`src/rtl/ctlLinePkg.sv`:
```
package ctlLinePkg;
  localparam int NUM_LINES = 4;
  localparam int NUM_CARDS = 15;
  localparam int NUM_SRC   = NUM_CARDS + 1;
  localparam int SRC_W     = $clog2(NUM_SRC);
  localparam int LINE_W    = $clog2(NUM_LINES);
  localparam int HOST_IDX  = NUM_CARDS;
  localparam int USER_LINE = 3;

  typedef struct packed {
    logic                 maskWr;
    logic [LINE_W-1:0]    lineSel;
    logic [SRC_W-1:0]     srcSel;
    logic                 level;
    logic                 hostNotify;
    logic [NUM_CARDS-1:0] cardNotify;
  } strobeT;
endpackage

```
`src/rtl/ctlLineCtrl.sv`:
```
module ctlLineCtrl
  import ctlLinePkg::*;
(
  input  logic                 updValid,
  input  logic [LINE_W-1:0]    updLine,
  input  logic [SRC_W-1:0]     updSrc,
  input  logic                 updLevel,
  input  logic [NUM_CARDS-1:0] slotFilled,
  input  logic [NUM_SRC-1:0]   curMask,
  output strobeT               strobes
);
  logic                 changed;
  logic                 ignored;
  logic                 take;
  logic [NUM_SRC-1:0]   otherMask;
  logic [NUM_SRC-1:0]   hostBit;
  logic [NUM_CARDS-1:0] chainOk;

  assign hostBit   = NUM_SRC'(1) << HOST_IDX;
  assign changed   = (updLevel == curMask[updSrc]);
  assign ignored   = (updLine == LINE_W'(USER_LINE)) && (updSrc == SRC_W'(HOST_IDX));
  assign take      = updValid && changed && !ignored;
  assign otherMask = curMask & ~(NUM_SRC'(1) << updSrc);

  genvar c;
  generate
    for (c = 0; c < NUM_CARDS; c++) begin : gChain
      if (c == 0) begin : gFirst
        assign chainOk[c] = slotFilled[c];
      end else begin : gRest
        assign chainOk[c] = slotFilled[c] && chainOk[c-1];
      end
      assign strobes.cardNotify[c] = take && chainOk[c] && (otherMask == '0)
                                     && (updSrc != SRC_W'(c));
    end
  endgenerate

  assign strobes.maskWr     = take;
  assign strobes.lineSel    = updLine;
  assign strobes.srcSel     = updSrc;
  assign strobes.level      = updLevel;
  assign strobes.hostNotify = take && (updSrc != SRC_W'(HOST_IDX))
                              && ((otherMask & ~hostBit) == '0);
endmodule

```
`src/rtl/ctlLineData.sv`:
```
module ctlLineData
  import ctlLinePkg::*;
(
  input  logic                                clk,
  input  logic                                rstN,
  input  strobeT                              strobes,
  input  logic [LINE_W-1:0]                   rdLine,
  output logic [NUM_SRC-1:0]                  curMask,
  output logic [NUM_LINES-1:0]                hostEvt,
  output logic [NUM_LINES-1:0]                hostLevel,
  output logic [NUM_LINES-1:0][NUM_CARDS-1:0] cardEvt,
  output logic [NUM_LINES-1:0][NUM_CARDS-1:0] cardLevel
);
  logic [NUM_LINES-1:0][NUM_SRC-1:0] masks;

  assign curMask = masks[rdLine];

  always_ff @(posedge clk) begin
    if (!rstN) begin
      masks     <= '0;
      hostEvt   <= '0;
      hostLevel <= '1;
      cardEvt   <= '0;
      cardLevel <= '1;
    end else begin
      hostEvt <= '0;
      cardEvt <= '0;
      if (strobes.maskWr) begin
        masks[strobes.lineSel][strobes.srcSel] <= ~strobes.level;
        if (strobes.hostNotify) begin
          hostEvt[strobes.lineSel]   <= 1'b1;
          hostLevel[strobes.lineSel] <= strobes.level;
        end
        cardEvt[strobes.lineSel] <= strobes.cardNotify;
        for (int c = 0; c < NUM_CARDS; c++) begin
          if (strobes.cardNotify[c]) cardLevel[strobes.lineSel][c] <= strobes.level;
        end
      end
    end
  end
endmodule

```
`src/rtl/ctlLineCombiner.sv`:
```
module ctlLineCombiner
  import ctlLinePkg::*;
(
  input  logic                           clk,
  input  logic                           rstN,
  input  logic                           updValid,
  input  logic [LINE_W-1:0]              updLine,
  input  logic [SRC_W-1:0]               updSrc,
  input  logic                           updLevel,
  input  logic [NUM_CARDS-1:0]           slotFilled,
  output logic [NUM_LINES-1:0]           hostEvt,
  output logic [NUM_LINES-1:0]           hostLevel,
  output logic [NUM_LINES*NUM_CARDS-1:0] cardEvt,
  output logic [NUM_LINES*NUM_CARDS-1:0] cardLevel
);
  strobeT                              strobes;
  logic [NUM_SRC-1:0]                  curMask;
  logic [NUM_LINES-1:0][NUM_CARDS-1:0] cardEvtArr;
  logic [NUM_LINES-1:0][NUM_CARDS-1:0] cardLevelArr;

  ctlLineCtrl uCtrl (
    .updValid  (updValid),
    .updLine   (updLine),
    .updSrc    (updSrc),
    .updLevel  (updLevel),
    .slotFilled(slotFilled),
    .curMask   (curMask),
    .strobes   (strobes)
  );

  ctlLineData uData (
    .clk      (clk),
    .rstN     (rstN),
    .strobes  (strobes),
    .rdLine   (updLine),
    .curMask  (curMask),
    .hostEvt  (hostEvt),
    .hostLevel(hostLevel),
    .cardEvt  (cardEvtArr),
    .cardLevel(cardLevelArr)
  );

  assign cardEvt   = cardEvtArr;
  assign cardLevel = cardLevelArr;
endmodule

```
`config.mk`:
```
export PLATFORM = sky130hd
export DESIGN_NAME = ctlLineCombiner
export DESIGN_NICKNAME = d
export VERILOG_FILES = /design/src/rtl/ctlLinePkg.sv /design/src/rtl/ctlLineCtrl.sv /design/src/rtl/ctlLineData.sv /design/src/rtl/ctlLineCombiner.sv
export SDC_FILE = /design/constraint.sdc
export NUM_CORES = 1
export LEC_CHECK = 0
export CAP_MARGIN = 10
export CORE_UTILIZATION = 45
export DETAILED_ROUTE_END_ITERATION = 7
export DONT_BUFFER_PORTS = 1
export GPL_TIMING_DRIVEN = 1
export PLACE_DENSITY = 0.71
export SYNTH_ARGS = -nofsm -noshare
export SYNTH_HDL_FRONTEND = slang
export SYNTH_SLANG_ARGS = --single-unit
```
`constraint.sdc`:
```
create_clock -name clk -period 3.34 [get_ports clk]
set_clock_uncertainty 0.1 [all_clocks]
set_input_delay 0.167 -clock clk [delete_from_list [all_inputs] [get_ports clk]]
set_output_delay 0.167 -clock clk [all_outputs]
set_load 0.02 [all_outputs]
```
## After elaboration in Yosys (flattened, before gate mapping)

Cells that the tools add are included.

| word-level totals | value |
|---|---|
| flip-flop bits (word level) | 192 |
| bits of input ports | 25 |
| output and inout port bits | 128 |
| word-level logic and storage cells | 216 |

| operators by class | value |
|---|---|
| $lt $le $gt $ge | 4 |
| equal/unequal tests | 18 |
| shifts and indexed selects | 1 |
| mux-type cells | 102 |
| bitwise logic cells | 4 |
| reductions and logical operators | 73 |

Operators with widths:

| kind | number |
|---|---|
| 2-to-1 mux 60 bit | 43 |
| bitwise mux 60 bit | 15 |
| demux 15 bit (select 2 bit) | 16 |
| logical AND 1 bit | 66 |
| bitwise mux 64 bit | 1 |
| bitwise AND 60 bit | 1 |
| binary-select mux 16 bit (select 2 bit) | 1 |
| demux 16 bit (select 2 bit) | 1 |
| zero test 16 bit | 2 |
| 2-to-1 mux 16 bit | 2 |
| inequality test 4 bit, second input constant | 8 |
| 2-to-1 mux 15 bit | 2 |
| bitwise AND 16 bit | 1 |
| inequality test 4 x 3 -> 1 bit, second input constant | 4 |
| NOT 16 bit | 1 |
| left shift 1 x 4 -> 16 bit, first input constant | 1 |
| 2-to-1 mux 14 bit | 1 |
| 2-to-1 mux 13 bit | 1 |
| 2-to-1 mux 12 bit | 1 |
| 2-to-1 mux 11 bit | 1 |
| 2-to-1 mux 10 bit | 1 |
| 2-to-1 mux 9 bit | 1 |
| 2-to-1 mux 8 bit | 1 |
| inequality test 4 x 2 -> 1 bit, second input constant | 2 |
| other kinds (24) | 28 |

## Depth between registers and ports, before layout

| logic depth | value |
|---|---|
| depth after elaboration | 67 |
| depth in mapped cells | 16 |
| depth with buffers taken out | 9 |

## Cells and area by module

A second synthesis with hierarchy kept.

| second synthesis, totals | value |
|---|---|
| cell total of the unflattened synthesis | 896 |
| area total of the unflattened synthesis | 8,420.6 um2 |

By module, submodules not included:

| module | times used | cells an instance | area each (um2) | seq. area each (um2) |
|---|---|---|---|---|
| ctlLineData | 1 | 762 | 7,469.7 | 3,843.7 |
| ctlLineCtrl | 1 | 134 | 950.9 | 0.0 |

## Worst setup path before layout

No wires, ideal clock.

| path | value |
|---|---|
| path type | register to register |
| from | register uData.masks[35] (netlist bit) |
| to | register uData.cardLevel[39] (netlist bit) |
| setup time | 0.079 ns |
| arrival | 2.889 ns |
| required time | 3.161 ns |
| setup slack | 0.271 ns |
| stages on the path, launching flop included | 12 |
| path buffers | 2 |
| period minus slack after synthesis | 3.069 ns |
| cell sequence | dfxtp_1 > mux2_1 > mux2_2 > a32o_1 > or4_1 > nor3_2 > and3_1 > buf_6 > o21ai_2 > buf_6 > or4_4 > o211ai_1 |

| between the ends | value |
|---|---|
| longest elaborated chain between the ends | 67 |
| elaborated cells on any way between the ends | 111 |
| those cells by class | eq/ne: 1; mux: 61; bitwise: 1; reduce/logical: 48 |

RTL lines:

| item | line | text |
|---|---|---|
| start, declared | ctlLineData.sv:14 | `logic [NUM_LINES-1:0][NUM_SRC-1:0] masks;` |
| start signal, assigned by index | ctlLineData.sv:29 | `masks[strobes.lineSel][strobes.srcSel] <= ~strobes.level;` |
| binary-select mux 16 bit (select 2 bit) * | ctlLineData.sv:16 | `assign curMask = masks[rdLine];` |
| 2-to-1 mux 16 bit (implied by the code) * | ctlLineData.sv:16 |  |
| binary-select mux 1 bit (select 4 bit) | ctlLineCtrl.sv:20 | `assign changed = (updLevel == curMask[updSrc]);` |
| 2-to-1 mux 1 bit (implied by the code) | ctlLineCtrl.sv:20 |  |
| == test 1 bit | ctlLineCtrl.sv:20 |  |
| logical AND 1 bit (2 in a row) | ctlLineCtrl.sv:22 | `assign take = updValid && changed && !ignored;` |
| logical AND 1 bit (2 in a row) | ctlLineCtrl.sv:33 | `assign strobes.cardNotify[c] = take && chainOk[c] && (otherMask == '0)` |
| logical AND 1 bit | ctlLineCtrl.sv:34 | `&& (updSrc != SRC_W'(c));` |
| (+49 left out) | n/a |  |
| 2-to-1 mux 60 bit | ctlLineData.sv:28 | `if (strobes.maskWr) begin` |
| 2-to-1 mux 60 bit | ctlLineData.sv:19 | `if (!rstN) begin` |
| bitwise mux 60 bit | ctlLineData.sv:36 | `if (strobes.cardNotify[c]) cardLevel[strobes.lineSel][c] <= strobes.level;` |
| 2-to-1 mux 60 bit | ctlLineData.sv:36 |  |
| 2-to-1 mux 60 bit | ctlLineData.sv:28 |  |
| 2-to-1 mux 60 bit | ctlLineData.sv:19 |  |
| bitwise mux 60 bit | ctlLineData.sv:36 |  |
| 2-to-1 mux 60 bit | ctlLineData.sv:36 |  |
| end signal, assigned by index | ctlLineData.sv:36 |  |
| end, declared | ctlLineData.sv:12 | `output logic [NUM_LINES-1:0][NUM_CARDS-1:0] cardLevel` |

Mark *: on every way between the ends. The rest lies on a longest branch, timed or not. The select of a mux whose other input is x is not followed.
A chain may end at the register's enable or synchronous reset.

## Worst setup path in the final report

| path | value |
|---|---|
| from | register uData.masks[35] (netlist bit) |
| to | register uData.cardLevel[36] (netlist bit) |

Same word-level chain as after synthesis.

==> run_results.csv <==
group,metric,value,unit
setup_path,rr_endpoint,"uData.cardLevel[36]$_SDFFE_PN1P_",
finish,seq_area,0.00384,mm^2
floorplan,die_h,139,um
floorplan,die_x,139,um
detailed_routing,firstDrtPassIters,8,
min_path,min_from,"updLine[1]",
floorplan,core_area,0.0182,mm^2
sta,fin_setup_tns,0,ns
clock_tree,cts_tree,"yes",
global_routing,grt_first_pass_wirelength,42700,um
yosys,synth_area,0.00849,mm^2
yosys,synth-seq-cells,192,
setup_path,path_cells,"mux2_1, mux2_2, a32o_1, or4_4, nor3_4, and3_4, o21ai_2, nor4_1, buf_4, mux2i_1",
detailed_routing,drt-met1-wl,10800,um
setup_path,criticalPathCategory,"reg2reg",
sta,fmax,311,MHz
yosys,synth_fp_nets,973,
setup_path,start_kind,"register",
yosys,syn_inst,948,
detailed_routing,drtAntennaViolNets,0,
setup_path,rrSetupSlack,0.12,ns
setup_path,crit_family,"simple AND/OR/NAND/NOR gates",
yosys,synthArstFlopShare,0,%
min_path,hold_path_depth,2,
clock_tree,cts_buffer_depth,2,
sta,max_slew.worst_pin.slew,1.08,ns
setup_path,path_depth,10,
detailed_routing,via_per_inst,6.58,
finish,syn_to_final_growth,12.8,%
sta,rsz0062_at_grt,"no",
finish,utilization,52.6,%
clock_tree,cts-buffers-inserted,17,
yosys,yosys_warnings,0,
detailed_routing,wl_met3,2910,um
detailed_routing,drc_errors,0,
sta,fin_crit,3.22,ns
finish,multi_input_area,0.00425,mm^2
clock_tree,cts.sinks,192,
power,vdd_ir_drop_max,337,uV
detailed_routing,top_layer_used,"met5",
yosys,avgSynthCellArea,8.96,um^2
clock_tree,clkTransAtPathRegs,0.08,ns
setup_path,cpPeakStageDelay,0.55,ns
placed_design,globalplace.congestion,0.935,
job,maxCapViolations,0,
sta,hold_ws,0.0000264,ns
setup_path,worstRegToRegCells,10,
sta,relSlewSlack,28.0,%
run_status,status,"completed",
finish,nNetsFinal,964,
clock_tree,h-tree-depth,4,
yosys,synth_enable_flop_cells,0,
yosys,synth_flop_cell,"dfxtp_1",
placed_design,hpwl,18600,um
setup_path,crit_buf_inv,1,
global_routing,grt_util_all_layers,28.5,%
detailed_routing,vias,7783,
setup_path,cp-end-kind,"register",
min_path,min_path_type,"in2reg",
floorplan,die_area,0.0194,mm^2
setup_path,required,3.62,ns
min_path,hold_path_end,"uData.cardEvt[45]$_SDFF_PN0_",
global_routing,grt_start_max_net_pins,85,
placed_design,numPortBuffers,0,
clock_tree,clock_latency,0.44,ns
detailed_routing,drtIter0Drc,858,
power,power.leakage,3.49,nW
global_routing,grt_pass1_vias,7023,
sta,setup_viol,0,
detailed_routing,wl_per_cell,23.4,um
power,p_total,4.73,mW
global_routing,grt_antenna_before_repair,2,
setup_path,r2r_start,"uData.masks[35]$_SDFFE_PN0P_",
detailed_routing,wl_met2,12700,um
floorplan,io_pins,153,
sta,finalCritPeriodShare,96.3,%
yosys,yosysUniqueCellTypes,60,
sta,hold_viol,0,
clock_tree,cts-root-buf,"clkbuf_16",
floorplan,rows,49,
finish,fillers,1675,
global_routing,overflow,0,
sta,final-max-slew-violation-count,0,
yosys,ys_seq_area_share,45.2,%
power,powerDensity,493,mW/mm^2
setup_path,crit_slowest_cell,"or4_4",
detailed_routing,drt_wl_total,27700,um
setup_path,cp.arrival,3.49,ns
floorplan,initial_core_util,46.7,%
finish,drive_gt1_share,12.8,%
setup_path,crit_fanout,8,
==> what timing repair did <==
action                     CTS  global route
cloned                       0             0
setup endpoints to repair    1            73
hold buffers                15             0
pin swaps                    0             3
hold endpoints to repair   137             0
setup buffers                0             0
resized for setup            1             9
==> Yosys cell counts, drive strengths merged (2+ instances only) <==
library cell / count / share of area, %
nand2: 45 / 2.0
nand2b: 7 / 0.52
or4: 8 / 0.75
a31oi: 4 / 0.29
o311a: 3 / 0.35
inv: 10 / 0.44
dfxtp: 192 / 45
nor4: 20 / 1.5
o22ai: 7 / 0.52
clkbuf: 66 / 2.9
a21oi: 16 / 0.94
mux2: 20 / 2.7
buf: 23 / 1.8
o21a: 20 / 1.8
nor2: 109 / 4.8
mux4: 4 / 1.1
nor2b: 9 / 0.66
o21ai: 28 / 1.7
and3: 14 / 1.0
mux2i: 50 / 5.9
o311ai: 19 / 2.0
and2: 9 / 0.66
nand4: 41 / 3.0
o31ai: 45 / 4.0
nor3: 48 / 2.9
or2: 8 / 0.59
o221ai: 2 / 0.21
o211ai: 37 / 3.3
a31o: 2 / 0.21
clkinv: 2 / 0.088
a211oi: 5 / 0.50
a21boi: 19 / 1.7
nand3: 39 / 2.3
o21bai: 3 / 0.27
==> state kept, by name (all words and copies together) (netlist names) <==
register / count
uData.hostEvt: 4
uData.cardLevel: 60
uData.hostLevel: 4
uData.masks: 64
uData.cardEvt: 60
==> worst max-delay path by stage <==
stage / startpoint / to / slack [ns]
2_1_floorplan: updLine[1] / uData.cardLevel[39]$_SDFFE_PN1P_ / 0.27
3_3_place_gp: uData.masks[35]$_SDFFE_PN0P_ / uData.cardLevel[36]$_SDFFE_PN1P_ / 0.08
3_5_place_dp: uData.masks[35]$_SDFFE_PN0P_ / uData.cardLevel[6]$_SDFFE_PN1P_ / 0.06
4_1_cts: uData.masks[35]$_SDFFE_PN0P_ / uData.cardLevel[2]$_SDFFE_PN1P_ / 0.001
5_1_grt: updSrc[0] / uData.cardLevel[59]$_SDFFE_PN1P_ / 0.01
6_report: uData.masks[35]$_SDFFE_PN0P_ / uData.cardLevel[36]$_SDFFE_PN1P_ / 0.12
==> cell families (layout without fill, tap and decap cells) <==
logic type	after synthesis	after routing	share of synthesized area, %
flops	192	192	45.2
other cells	0	1	0
compound gates	220	220	18.8
mux	74	74	9.60
buf+inv	101	105	5.23
simple gates	361	361	21.1
==> through the flow <==
step                instances  setup WS [ns]  instance area [um^2]
global placement         1134         0.0843                  8770
global route             1182         0.0105                  9580
CTS                      1181        0.00129                  9550
finish                   1182          0.123                  9580
detailed placement       1134         0.0593                  8770
floorplan                 948          0.271                  8490
==> where the power goes <==
group | switching [mW] | internal [mW] | total (mW)
combinational | 0.257 | 0.107 | 0.364
sequential | 0.00258 | 2.29 | 2.29
clock | 1.05 | 1.02 | 2.07
total | 1.31 | 3.42 | 4.73
==> cell type report <==
type	count	area share, %
antenna	1	0.0261
clock buffer	18	4.48
tap	229	2.99
sequential	192	40.1
timing repair buffer	61	5.74
clock inverter	14	1.88
inverter	12	0.470
multi-input combinational	655	44.3
==> cell usage in the layout, fill, tap and decap left out, types with 3 or more instances in the layout <==
| master | instances |
|---|---|
| nor2_1 | 109 |
| o21a_1 | 19 |
| o22ai_1 | 7 |
| mux2_2 | 19 |
| clkinv_8 | 6 |
| and3_1 | 12 |
| nand4_1 | 41 |
| dlygate4sd3_1 | 14 |
| inv_1 | 10 |
| buf_12 | 3 |
| a211oi_1 | 4 |
| a31oi_1 | 4 |
| inv_6 | 5 |
| a21boi_0 | 19 |
| buf_4 | 43 |
| a21oi_1 | 16 |
| o311ai_1 | 6 |
| nor4_1 | 20 |
| o211ai_1 | 37 |
| nand2b_1 | 7 |
| dfxtp_1 | 192 |
| o311a_1 | 3 |
| or2_2 | 5 |
| o21bai_1 | 3 |
| o311ai_0 | 13 |
| mux4_2 | 4 |
| nor3_1 | 46 |
| nand3_1 | 39 |
| o21ai_0 | 25 |
| and2_1 | 9 |
| nor2b_1 | 9 |
| clkbuf_16 | 17 |
| nand2_1 | 45 |
| or4_1 | 6 |
| mux2i_1 | 50 |
| o31ai_1 | 45 |
==> per-layer routing <==
layer  track usage (%)  vias to the layer above
met2              44.0                      489
met3              8.50                       94
li1                  -                     3518
met1              35.4                     3680
met4              16.4                        2
met5                 0                        -
==> worst reg2reg max path: stages (launching register included) <==
cell and delay (ns):
dfxtp_1 0.31, mux2_1 0.32, mux2_2 0.28, a32o_1 0.21, or4_4 0.55, nor3_4 0.17, and3_4 0.24, o21ai_2 0.12
nor4_1 0.48, buf_4 0.20, mux2i_1 0.17
(Power assumes the default switching activity.)
